`config.mk`:
```
export PLATFORM = sky130hd
export DESIGN_NAME = prbs_chk_sync
export DESIGN_NICKNAME = d
export VERILOG_FILES = /design/src/rtl/prbs_chk_pkg.sv /design/src/rtl/prbs_chk_sync.sv
export SDC_FILE = /design/constraint.sdc
export NUM_CORES = 1
export LEC_CHECK = 0
export BUFFER_PORTS_ARGS = -buffer_cell sky130_fd_sc_hd__buf_2
export CAP_MARGIN = 30
export CORE_MARGIN = 2
export CORE_UTILIZATION = 60
export CTS_BUF_LIST = sky130_fd_sc_hd__clkbuf_8
export CTS_CLUSTER_DIAMETER = 40
export DETAILED_ROUTE_END_ITERATION = 10
export PLACE_DENSITY = 0.85
export REMOVE_ABC_BUFFERS = 1
export SYNTH_ARGS = -nofsm -noshare
export SYNTH_HDL_FRONTEND = slang
export SYNTH_SLANG_ARGS = --single-unit
```
`constraint.sdc`:
```
create_clock -name clk -period 8.6 [get_ports clk]
set_input_delay 1.72 -clock clk [delete_from_list [all_inputs] [get_ports clk]]
set_output_delay 1.72 -clock clk [all_outputs]
set_load 0.01 [all_outputs]
```
`src/rtl/prbs_chk_pkg.sv`:
```
// Shared constants, state type and lookup functions for the PRBS checker.
// Assumes each window exponent is clamped to 2..8 and each window fits in 32 bits.
package prbs_chk_pkg;

    localparam int REF_W = 31;

    typedef enum logic [1:0] {
        ST_ACQ   = 2'd0,
        ST_CHECK = 2'd1,
        ST_SYNC  = 2'd2
    } sync_st_t;

    // Register length n for each sequence select code.
    function automatic logic [4:0] seq_len(input logic [2:0] sel);
        case (sel)
            3'd0:    return 5'd7;
            3'd1:    return 5'd9;
            3'd2:    return 5'd11;
            3'd3:    return 5'd15;
            3'd4:    return 5'd20;
            3'd5:    return 5'd23;
            default: return 5'd31;
        endcase
    endfunction

    // Inner tap m for each sequence select code.
    function automatic logic [4:0] seq_tap(input logic [2:0] sel);
        case (sel)
            3'd0:    return 5'd6;
            3'd1:    return 5'd5;
            3'd2:    return 5'd9;
            3'd3:    return 5'd14;
            3'd4:    return 5'd3;
            3'd5:    return 5'd18;
            default: return 5'd28;
        endcase
    endfunction

    // Window length 10^(k+1) for exponent k, with k clamped to 2..8.
    function automatic logic [31:0] win_len(input logic [3:0] k);
        case (k)
            4'd0, 4'd1, 4'd2: return 32'd1000;
            4'd3:             return 32'd10000;
            4'd4:             return 32'd100000;
            4'd5:             return 32'd1000000;
            4'd6:             return 32'd10000000;
            4'd7:             return 32'd100000000;
            default:          return 32'd1000000000;
        endcase
    endfunction

endpackage

```
`src/rtl/prbs_chk_sync.sv`:
```
// Lock state machine: acquire for n bits, confirm over the gain window,
// then watch the loss windows.
// Assumes the window lengths stay constant while a window is open.
module prbs_chk_sync
    import prbs_chk_pkg::*;
#(
    parameter int ERR_LIMIT = 10
) (
    input  logic        clk,
    input  logic        rst_n,
    input  logic        bit_en,
    input  logic        mismatch,
    input  logic [4:0]  len,
    input  logic [31:0] gain_len,
    input  logic [31:0] loss_len,
    output logic        seed_mode,
    output logic        in_sync,
    output logic        gain_evt
);

    localparam int EW = $clog2(ERR_LIMIT + 1);

    sync_st_t    st_q;
    logic [4:0]  acq_q;
    logic [31:0] win_q;
    logic [EW-1:0] err_q;
    logic [31:0] cur_len;
    logic        acq_done;
    logic        win_end;
    logic        over;

    // Decode the window end and the error limit for the current phase.
    always_comb begin
        cur_len   = (st_q == ST_CHECK) ? gain_len : loss_len;
        acq_done  = (acq_q == 5'(len - 5'd1));
        win_end   = (win_q == cur_len - 32'd1);
        over      = mismatch && (int'(err_q) == ERR_LIMIT);
        seed_mode = (st_q == ST_ACQ);
        in_sync   = (st_q == ST_SYNC);
        gain_evt  = bit_en && (st_q == ST_CHECK) && !over && win_end;
    end

    // Step the phase, the window counter and the window error tally.
    always_ff @(posedge clk) begin
        if (!rst_n) begin
            st_q  <= ST_ACQ;
            acq_q <= '0;
            win_q <= '0;
            err_q <= '0;
        end else if (bit_en) begin
            case (st_q)
                ST_ACQ: begin
                    if (acq_done) begin
                        st_q  <= ST_CHECK;
                        acq_q <= '0;
                        win_q <= '0;
                        err_q <= '0;
                    end else begin
                        acq_q <= acq_q + 5'd1;
                    end
                end
                default: begin
                    if (over) begin
                        st_q  <= ST_ACQ;
                        acq_q <= '0;
                        win_q <= '0;
                        err_q <= '0;
                    end else if (win_end) begin
                        st_q  <= ST_SYNC;
                        win_q <= '0;
                        err_q <= '0;
                    end else begin
                        win_q <= win_q + 32'd1;
                        err_q <= err_q + EW'(mismatch);
                    end
                end
            endcase
        end
    end

endmodule

```
==> Word level (Yosys, flattened, before mapping) <==
Index checks and enable logic that the tools add are counted.
{ "word_totals": {"mem_bits_rw": 0, "n_memories": 0, "reg_bits": 43, "latchBits": 0, "romBits": 0, "in_bits": 73} }
{ "classes": {"n_lt_le_gt_ge": 0, "muxes": 16, "n_addsub": 5, "multipliers": 0, "shift": 0, "n_div": 0, "n_eq_ne": 6, "reduce_logical": 11, "bitwise": 0} }
{ "op_table": {"columns": ["operator", "count"], "rows": [
  ["two-way mux 32 bit", 5],
  ["adder 32 x 1 -> 32 bit (second input constant)", 1],
  ["equality test 32 bit", 1],
  ["subtractor 32 x 1 -> 32 bit (second input constant)", 1],
  ["two-way mux 4 bit", 4],
  ["two-way mux 5 bit", 3],
  ["two-way mux 2 bit", 4],
  ["adder 5 x 1 -> 5 bit (second input constant)", 1],
  ["equality test 5 bit", 1],
  ["subtractor 5 x 1 -> 5 bit (second input constant)", 1],
  ["adder 4 x 1 -> 4 bit", 1],
  ["equality test 4 bit (second input constant)", 1],
  ["logical AND 1 bit", 4],
  ["AND reduction 2 bit", 2],
  ["AND reduction 3 bit", 1],
  ["nonzero test 3 bit", 1],
  ["equality test 2 x 1 -> 1 bit (second input constant)", 1],
  ["equality test 2 bit (second input constant)", 1],
  ["logical NOT 2 bit", 1],
  ["!= test 2 x 1 -> 1 bit (second input constant)", 1],
  ["nonzero test 2 bit", 1],
  ["logical NOT 1 bit", 1]
]} }

==> Longest topological paths before layout <==
Gate-level depths: netlist (run 1).
{ "logic_depth": {"ltp_word": 7, "depth_mapped": 16, "ltp_nobuf": 12} }

==> Worst setup path before layout (run 1) <==
Ideal clock, no wire load.
{ "synth_timing": {"path_type": "input port to output port", "startpoint": "input gain_len[0]", "endpoint": "output gain_evt", "required_ps": 6880, "cell_stages": 10, "arrival_time_ps": 4173, "path_slack_ps": 2707, "cell_sequence": "mux2i_1 -> ha_1 -> nand4b_1 -> a211oi_2 -> nand3_1 -> xnor2_1 -> nand2b_1 -> or3b_2 -> or3_4 -> nor2_1"} }
{ "synth_via": {"elab_chain_cells": 4} }
{ "synth_lines": {"columns": ["item", "line_no", "text"], "rows": [
  ["start, declared", "prbs_chk_sync.sv:14", "input logic [31:0] gain_len,"],
  ["two-way mux 32 bit", "prbs_chk_sync.sv:34", "cur_len = (st_q == ST_CHECK) ? gain_len : loss_len;"],
  ["subtractor 32 x 1 -> 32 bit", "prbs_chk_sync.sv:36", "win_end = (win_q == cur_len - 32'd1);"],
  ["equality test 32 bit", "prbs_chk_sync.sv:36", null],
  ["logical AND 1 bit", "prbs_chk_sync.sv:40", "gain_evt = bit_en && (st_q == ST_CHECK) && !over && win_end;"],
  ["end, declared", "prbs_chk_sync.sv:18", "output logic gain_evt"]
]} }
Every way passes these cells.

==> Worst setup path after layout (run 1) <==
Ends and elaborated chain as after synthesis.

==> out/metrics.yaml, run 1 <==
synth:
  synthCells: 490
  synth-seq-cells: 43
  synthFlopType: "dfxtp_1"
  synth_edf_count: 0
  synthArstFlopShare_pct: 0
  yosysWarnings: 0
  syn-mean-instance-area_um2: 8.19
  synth_cell_types: 63
  synth_seq_area_share_pct: 21.5
  synth_area_um2: 4010
route:
  wire_per_inst_um: 16.5
  firstDrtPassIters: 10
  via_per_inst: 6.23
  routed_wl_um: 10500
  route.vias.total: 3980
  drc_errors: 5
  drt_iter0_markers: 308
  drtAntennaViolNets: 0
pwr:
  power_switching_uw: 132
  ir_worst_vdd_mv: 0.0794
  intPower_uw: 331
  clockPowerShare_pct: 33.1
  p_per_area_nw_per_um2: 103
  switching_share_pct: 28.5
  power.sequential.fraction_pct: 44.0
  p_leak_uw: 0.00166
  comb_power_share_pct: 23.0
global_route:
  grt_overflow: 0
  grt_pass1_wl_um: 17700
  grt_usage_pct: 29.8
  grt_max_degree: 44
  grt_pass1_vias: 3783
  antenna_found_initial: 0
timing:
  rsz0062_at_grt: "false"
  skew_ps: 10.4
  tightest_slew_ps: 869
  slew_viol_final: 0
  whs_ps: 537
  relSlewSlack_pct: 42.1
  hold_viol_final: 0
  finalWorstSetupSlack_ps: 2110
  setup_tns_ps: 0
  timing.fmax_ghz: 0.154
  fin_crit_sh_pct: 75.4
  min_period_ps: 6490
  finalSetupViolations: 0
worst_setup_path:
  crit_fanout: 9
  required_ps: 6880
  cp.arrival_ps: 4770
  path_class: "in2out"
  start_kind: "input port"
  cp-end-kind: "output port"
floorplan:
  rows: 29
  die_w_um: 85.8
  die_h_um: 85.8
  io_pins: 76
  die_area_um2: 7360
  core_um2: 6420
  initial_utilization_pct: 62.5
placed_design:
  place_worst_setup_slack_ps: 2150
  place_congestion: 0.943
  dpl-instance-area_um2: 4380
  portBuffers: 75
  dpl.hpwl_um: 8410
cells_and_area:
  drive_gt1_share_pct: 19.9
  mostFrequentLayoutCells: "buf_2, nor2_1, xnor2_1"
  nNetsFinal: 641
  nFillCells: 548
  layout.cells.most_common: "buf_2"
  diodes: 0
  syn_to_final_growth_pct: 11.7
  design_area_um2: 4480
cts:
  htree_num_levels: 2
  cts_resized: 0
  clockRootBuffer: "clkbuf_8"
  cts_tree: "yes"
  holdBufCountCts: 0
  clockBufferDepth: 2
  cts_setup_buffers: 0
  clkSinkCount: 43
  cts_buffers: 5
  worstSkewPairLatency_ps: 300
  clkTransAtPathRegs_ps: 70
run_status:
  violations: "DRC"
  status: "complete, but fails checks"
flow_run:
  drv_cap: 0
hold_path:
  min_path_type: "reg2reg"
## synthesized netlist by cell type, drive strengths merged (5+ instances only)
library cell | n | area share (%)
inv | 8 | 0.75
nand3 | 29 | 3.6
and3 | 12 | 1.9
buf | 12 | 3.2
or3 | 15 | 2.5
mux2i | 42 | 10
a211oi | 9 | 1.9
nand2 | 24 | 2.2
a21oi | 8 | 1.0
xnor2 | 61 | 13
and2 | 7 | 1.1
dfxtp | 43 | 21
nor3 | 17 | 2.2
nor2 | 79 | 8.0
nand4 | 13 | 2.0
o31ai | 5 | 1.3
nor4 | 10 | 1.7
xor2 | 32 | 7.0
ha | 6 | 1.9
## sequential cells by signal, summed over array words and instances (netlist names)
signal	count
acq_q	5
st_q	2
win_q	32
err_q	4
## worst max-delay path, stage by stage
cell and delay (ps):
buf_2 110, nor4b_2 370, nand3b_1 240, a211oi_2 600
nand2_1 130, xnor2_1 220, nor3b_1 280, or3b_2 470
or3_4 400, nor2_1 100, buf_2 130
## logic make-up after synthesis
kind of cell               synth area share [%]
AOI/OAI and AO/OA                          8.77
xor gates and xnor gates                   20.9
adders and majority gates                  1.87
buffers and inverters                      4.02
DFF                                        21.5
muxes                                      11.3
and+or+nand+nor                            31.7
## path summary, 6_finish.rpt
kind              slack, ps  endpoint  cells after the start        start
hold / removal          540  err_q[3]                      2     err_q[3]
setup / recovery       2110  gain_evt                     11  gain_len[0]
setup reg to reg       3960  err_q[3]                     12      st_q[0]
hold reg to reg         540  err_q[3]                      2     err_q[3]
## routing by layer
metal / wire, µm / vias to the layer above / GRT usage, %
met5: 0 / - / 0
met1: 4470 / 1883 / 39.0
met4: 193 / 0 / 7.65
met3: 685 / 23 / 3.18
li1: - / 1908 / -
met2: 5200 / 166 / 52.4
## stage by stage
| step | total power (µW) | instances | utilization (%) |
|---|---|---|---|
| 3_3_place_gp | 309 | 632 | 68.2 |
| 3_5_place_dp | 312 | 632 | 68.2 |
| 4_1_cts | 463 | 639 | 69.8 |
| 6_report | 462 | 639 | 69.8 |
| 2_1_floorplan | 271 | 477 | - |
| 5_1_grt | 484 | 639 | 69.8 |
## cell type report
| cell class | instances | area [µm²] | area share [%] |
|---|---|---|---|
| clock buffers | 5 | 68.8 | 1.54 |
| clock inverters | 2 | 33.8 | 0.754 |
| inverters | 8 | 30.0 | 0.670 |
| multi-input cells | 426 | 2990 | 66.8 |
| flip-flops and latches | 43 | 861 | 19.2 |
| well taps | 77 | 96.3 | 2.15 |
| repair buffers | 78 | 398 | 8.88 |
## power groups by stage
stage	Sequential, µW	Combinational [µW]	Clock [µW]
after floorplan	207	64.0	0
after global placement	208	101	0
after detailed placement	208	104	0
after CTS	203	105	155
after global routing	204	116	164
final	203	106	153
Power figures use the tool's default switching activity.
==> inputs of run 2 (changes only) <==
Settings changed: CORE_UTILIZATION 60 to 53, PLACE_DENSITY 0.85 to 0.8.
Clock period 8.6 ns to 5.35 ns, I/O delays scaled along.
==> out/metrics.yaml, run 2 (synthesized netlist as in run 1, its figures left out) <==
cells_and_area:
  layout.cells.most_common: "buf_2"
  drive_gt1_share_pct: 20.8
  syn_to_final_growth_pct: 13.3
  regMostFlops: "win_q"
  mostFrequentLayoutCells: "buf_2, nor2_1, xnor2_1"
  nNetsFinal: 646
  design_area_um2: 4550
  top_regs: "win_q: 32 flops, acq_q: 5 flops, err_q: 4 flops"
  diodes: 0
  largest_register_ffs: 32
timing:
  fin_crit_sh_pct: 95.6
  finalWorstSetupSlack_ps: 234
  relSlewSlack_pct: 49.9
  skew_ps: 5.96
  hold_viol_final: 0
  timing.fmax_ghz: 0.195
  finalSetupViolations: 0
  min_period_ps: 5120
  slew_viol_final: 0
  tightest_slew_ps: 749
  setup_tns_ps: 0
  rsz0062_at_grt: "false"
cts:
  cts_buffers: 5
  cts_setup_buffers: 0
  holdBufCountCts: 0
  clkSinkCount: 43
  clockBufferDepth: 2
  worstSkewPairLatency_ps: 300
  cts_tree: "yes"
  clkTransAtPathRegs_ps: 80
  cts_resized: 0
  htree_num_levels: 2
  clockRootBuffer: "clkbuf_8"
floorplan:
  die_w_um: 91.0
  rows: 31
  initial_utilization_pct: 55.0
  core_um2: 7290
  die_h_um: 91.0
  die_area_um2: 8280
  io_pins: 76
route:
  drtAntennaViolNets: 0
  wire_per_inst_um: 16.0
  route.vias.total: 3919
  routed_wl_um: 10700
  via_per_inst: 5.88
  drc_errors: 0
  firstDrtPassIters: 4
  drt_iter0_markers: 182
pwr:
  p_per_area_nw_per_um2: 157
  p_leak_uw: 0.00168
  ir_worst_vdd_mv: 0.122
placed_design:
  dpl-instance-area_um2: 4440
  portBuffers: 75
  dpl.hpwl_um: 8530
  place_congestion: 0.943
  place_worst_setup_slack_ps: 267
worst_setup_path:
  crit_fanout: 9
  worst-r2r-setup-slack_ps: 1640
  cp.arrival_ps: 4050
  path_class: "in2out"
  cp-end-kind: "output port"
  required_ps: 4280
  start_kind: "input port"
global_route:
  grt_usage_pct: 25.7
  grt_pass1_vias: 3821
  antenna_found_initial: 0
  grt_max_degree: 26
  grt_pass1_wl_um: 17600
  grt_overflow: 0
flow_run:
  drv_cap: 0
hold_path:
  min_path_type: "reg2reg"
run_status:
  status: "finished, final reports clean"
run 2: routing by layer:
metal	global-route usage, %	up-vias	share of wire (%)
li1	-	1915	-
met1	33.6	1830	45
met2	42.7	143	47
met3	3.73	31	5.9
met4	9.60	0	2.5
met5	0	-	0
run 2: worst paths after layout:
check	depth (start not counted)	end	from
worst min register to register	2	err_q[3]	err_q[3]
worst max-delay path	11	gain_evt	gain_len[0]
worst max register to register	13	win_q[17]	st_q[0]
worst min-delay path	2	err_q[3]	err_q[3]
run 2: final cells by class:
| class | instances | area, µm² |
|---|---|---|
| multi-input cells | 426 | 3010 |
| fillers | 660 | 2750 |
| flip-flops and latches | 43 | 861 |
| repair buffers | 83 | 435 |
| well taps | 99 | 124 |
| clock buffers | 6 | 82.6 |
| inverters | 8 | 30.0 |
| clock inverters | 1 | 5.00 |
run 2: critical path, cell delays in order:
cell	delay, ps
buf_2	110
nor4b_2	360
nand3b_1	270
a211oi_4	490
nand2_1	120
xnor2_1	230
nor3b_1	280
or3b_2	470
or3_4	400
nor2_1	120
buf_2	140
run 2: per-stage QoR:
stage | hold slack, ps | instances | util, % | total power (µW)
floorplan | 479 | 477 | - | 436
global placement | 496 | 659 | 60.9 | 499
detailed placement | 502 | 659 | 60.9 | 503
CTS | 523 | 666 | 62.1 | 716
global route | 554 | 666 | 62.4 | 745
finish | 519 | 666 | 62.4 | 715
run 2: power by group:
| part | switching, µW | leakage (µW) | internal (µW) | total, µW |
|---|---|---|---|---|
| Sequential | 3.70 | 0.000347 | 322 | 326 |
| Combinational | 97.8 | 0.00129 | 75.7 | 174 |
| Clock | 114 | 0.0000470 | 101 | 215 |
==> inputs of run 3 (changes only) <==
Settings changed: CORE_UTILIZATION 53 to 63, PLACE_DENSITY 0.8 to 0.89.
Clock period 5.35 ns to 6.1 ns, I/O delays scaled along.
==> out/metrics.yaml, run 3 (synthesized netlist as in run 1, its figures left out) <==
cts:
  cts_tree: "yes"
  clockRootBuffer: "clkbuf_8"
  worstSkewPairLatency_ps: 310
  clkTransAtPathRegs_ps: 80
  holdBufCountCts: 0
  clockBufferDepth: 2
  cts_resized: 0
  cts_buffers: 5
  htree_num_levels: 2
  cts_setup_buffers: 0
  clkSinkCount: 43
worst_setup_path:
  cp-end-kind: "output port"
  worst-r2r-setup-slack_ps: 1510
  cp.arrival_ps: 4350
  required_ps: 4880
  r2r_end: "win_q[13]"
  crit_fanout: 17
  start_kind: "flip-flop"
  r2r_cells: 10
  path_class: "reg2out"
  regToRegStartpoint: "st_q[1]"
timing:
  setup_tns_ps: 0
  finalSetupViolations: 0
  hold_viol_final: 0
  finalWorstSetupSlack_ps: 526
  tightest_slew_ps: 880
  slew_viol_final: 0
  rsz0062_at_grt: "false"
  relSlewSlack_pct: 41.3
  min_period_ps: 5570
  timing.fmax_ghz: 0.179
  whs_ps: 535
  fin_crit_sh_pct: 91.4
  skew_ps: 10.4
hold_path:
  whs_path_depth: 2
  whs_endpoint: "err_q[3]"
  min_path_type: "reg2reg"
  min_from: "err_q[3]"
floorplan:
  die_area_um2: 7020
  io_pins: 76
  rows: 29
  die_h_um: 83.8
  core_um2: 6240
  die_w_um: 83.8
  initial_utilization_pct: 64.3
cells_and_area:
  largest_register_ffs: 32
  nNetsFinal: 641
  diodes: 0
  top_regs: "win_q: 32 flops, acq_q: 5 flops, err_q: 4 flops"
  drive_gt1_share_pct: 20.2
  syn_to_final_growth_pct: 12.1
  design_area_um2: 4500
  layout.cells.most_common: "buf_2"
  regMostFlops: "win_q"
  mostFrequentLayoutCells: "buf_2, nor2_1, xnor2_1"
pwr:
  p_per_area_nw_per_um2: 149
  switching_share_pct: 28.5
  clockPowerShare_pct: 35.1
  comb_power_share_pct: 22.2
  ir_worst_vdd_mv: 0.0954
  power.sequential.fraction_pct: 42.6
  power_uw: 672
  intPower_uw: 480
  p_leak_uw: 0.00167
  power_switching_uw: 191
placed_design:
  dpl-instance-area_um2: 4380
  place_worst_setup_slack_ps: 607
  place_congestion: 0.952
  dpl.hpwl_um: 8480
  portBuffers: 75
route:
  drc_errors: 0
  m1WireLength_um: 4270
  drt_iter0_markers: 237
  highest_layer: "met4"
  met2_length_um: 5290
  routed_wl_um: 10700
  drtAntennaViolNets: 0
  firstDrtPassIters: 4
  met3RoutedLength_um: 833
  route.vias.total: 3986
  via_per_inst: 6.23
  wire_per_inst_um: 16.7
global_route:
  grt_overflow: 0
  grt_usage_pct: 31.0
  antenna_found_initial: 0
  grt_pass1_wl_um: 17900
  grt_pass1_vias: 3998
  grt_max_degree: 46
flow_run:
  drv_cap: 0
run_status:
  status: "finished, final reports clean"
-- run 3: worst max path at each step --
stage	start	to	slack [ps]	depth (start not counted)
2_1_floorplan	st_q[0]	gain_evt	290	11
5_1_grt	gain_len[1]	gain_evt	300	12
6_report	st_q[1]	gain_evt	530	10
3_5_place_dp	gain_len[0]	gain_evt	610	12
4_1_cts	gain_len[0]	gain_evt	580	12
3_3_place_gp	gain_len[0]	gain_evt	770	12
-- run 3: metrics by stage --
| stage | instances | utilization, % |
|---|---|---|
| final | 640 | 72.1 |
| after global routing | 640 | 72.1 |
| after CTS | 640 | 72.1 |
| after detailed placement | 632 | 70.2 |
| after global placement | 632 | 70.2 |
| after floorplan | 477 | - |
-- run 3: power groups by stage --
stage | clock (µW) | combinational [µW] | sequential [µW]
after global placement | 0 | 141 | 293
final | 236 | 149 | 286
after detailed placement | 0 | 146 | 293
after CTS | 238 | 147 | 286
after floorplan | 0 | 90.2 | 292
after global routing | 247 | 163 | 287
-- run 3: worst max-delay path: stages (launching register included) --
cell and delay, ps:
dfxtp_1 650, nand2b_1 760, nand4b_1 340, a211oi_2 580
nand2_1 130, xnor2_1 220, nor3b_1 260, or3b_2 480
or3_4 410, nor2_1 100, buf_2 130
-- run 3: layer usage --
metal	GRT usage [%]	vias up
met5	0	-
met4	9.38	0
met3	5.84	37
met2	56.0	186
met1	37.0	1856
li1	-	1907
-- run 3: cell type report --
type                    instances  area [µm²]
multi-input cells             426        2990
fillers                       504        1740
flip-flops and latches         43         861
repair buffers                 78         398
well taps                      77        96.3
clock buffers                   6        82.6
clock inverters                 2        35.0
inverters                       8        30.0
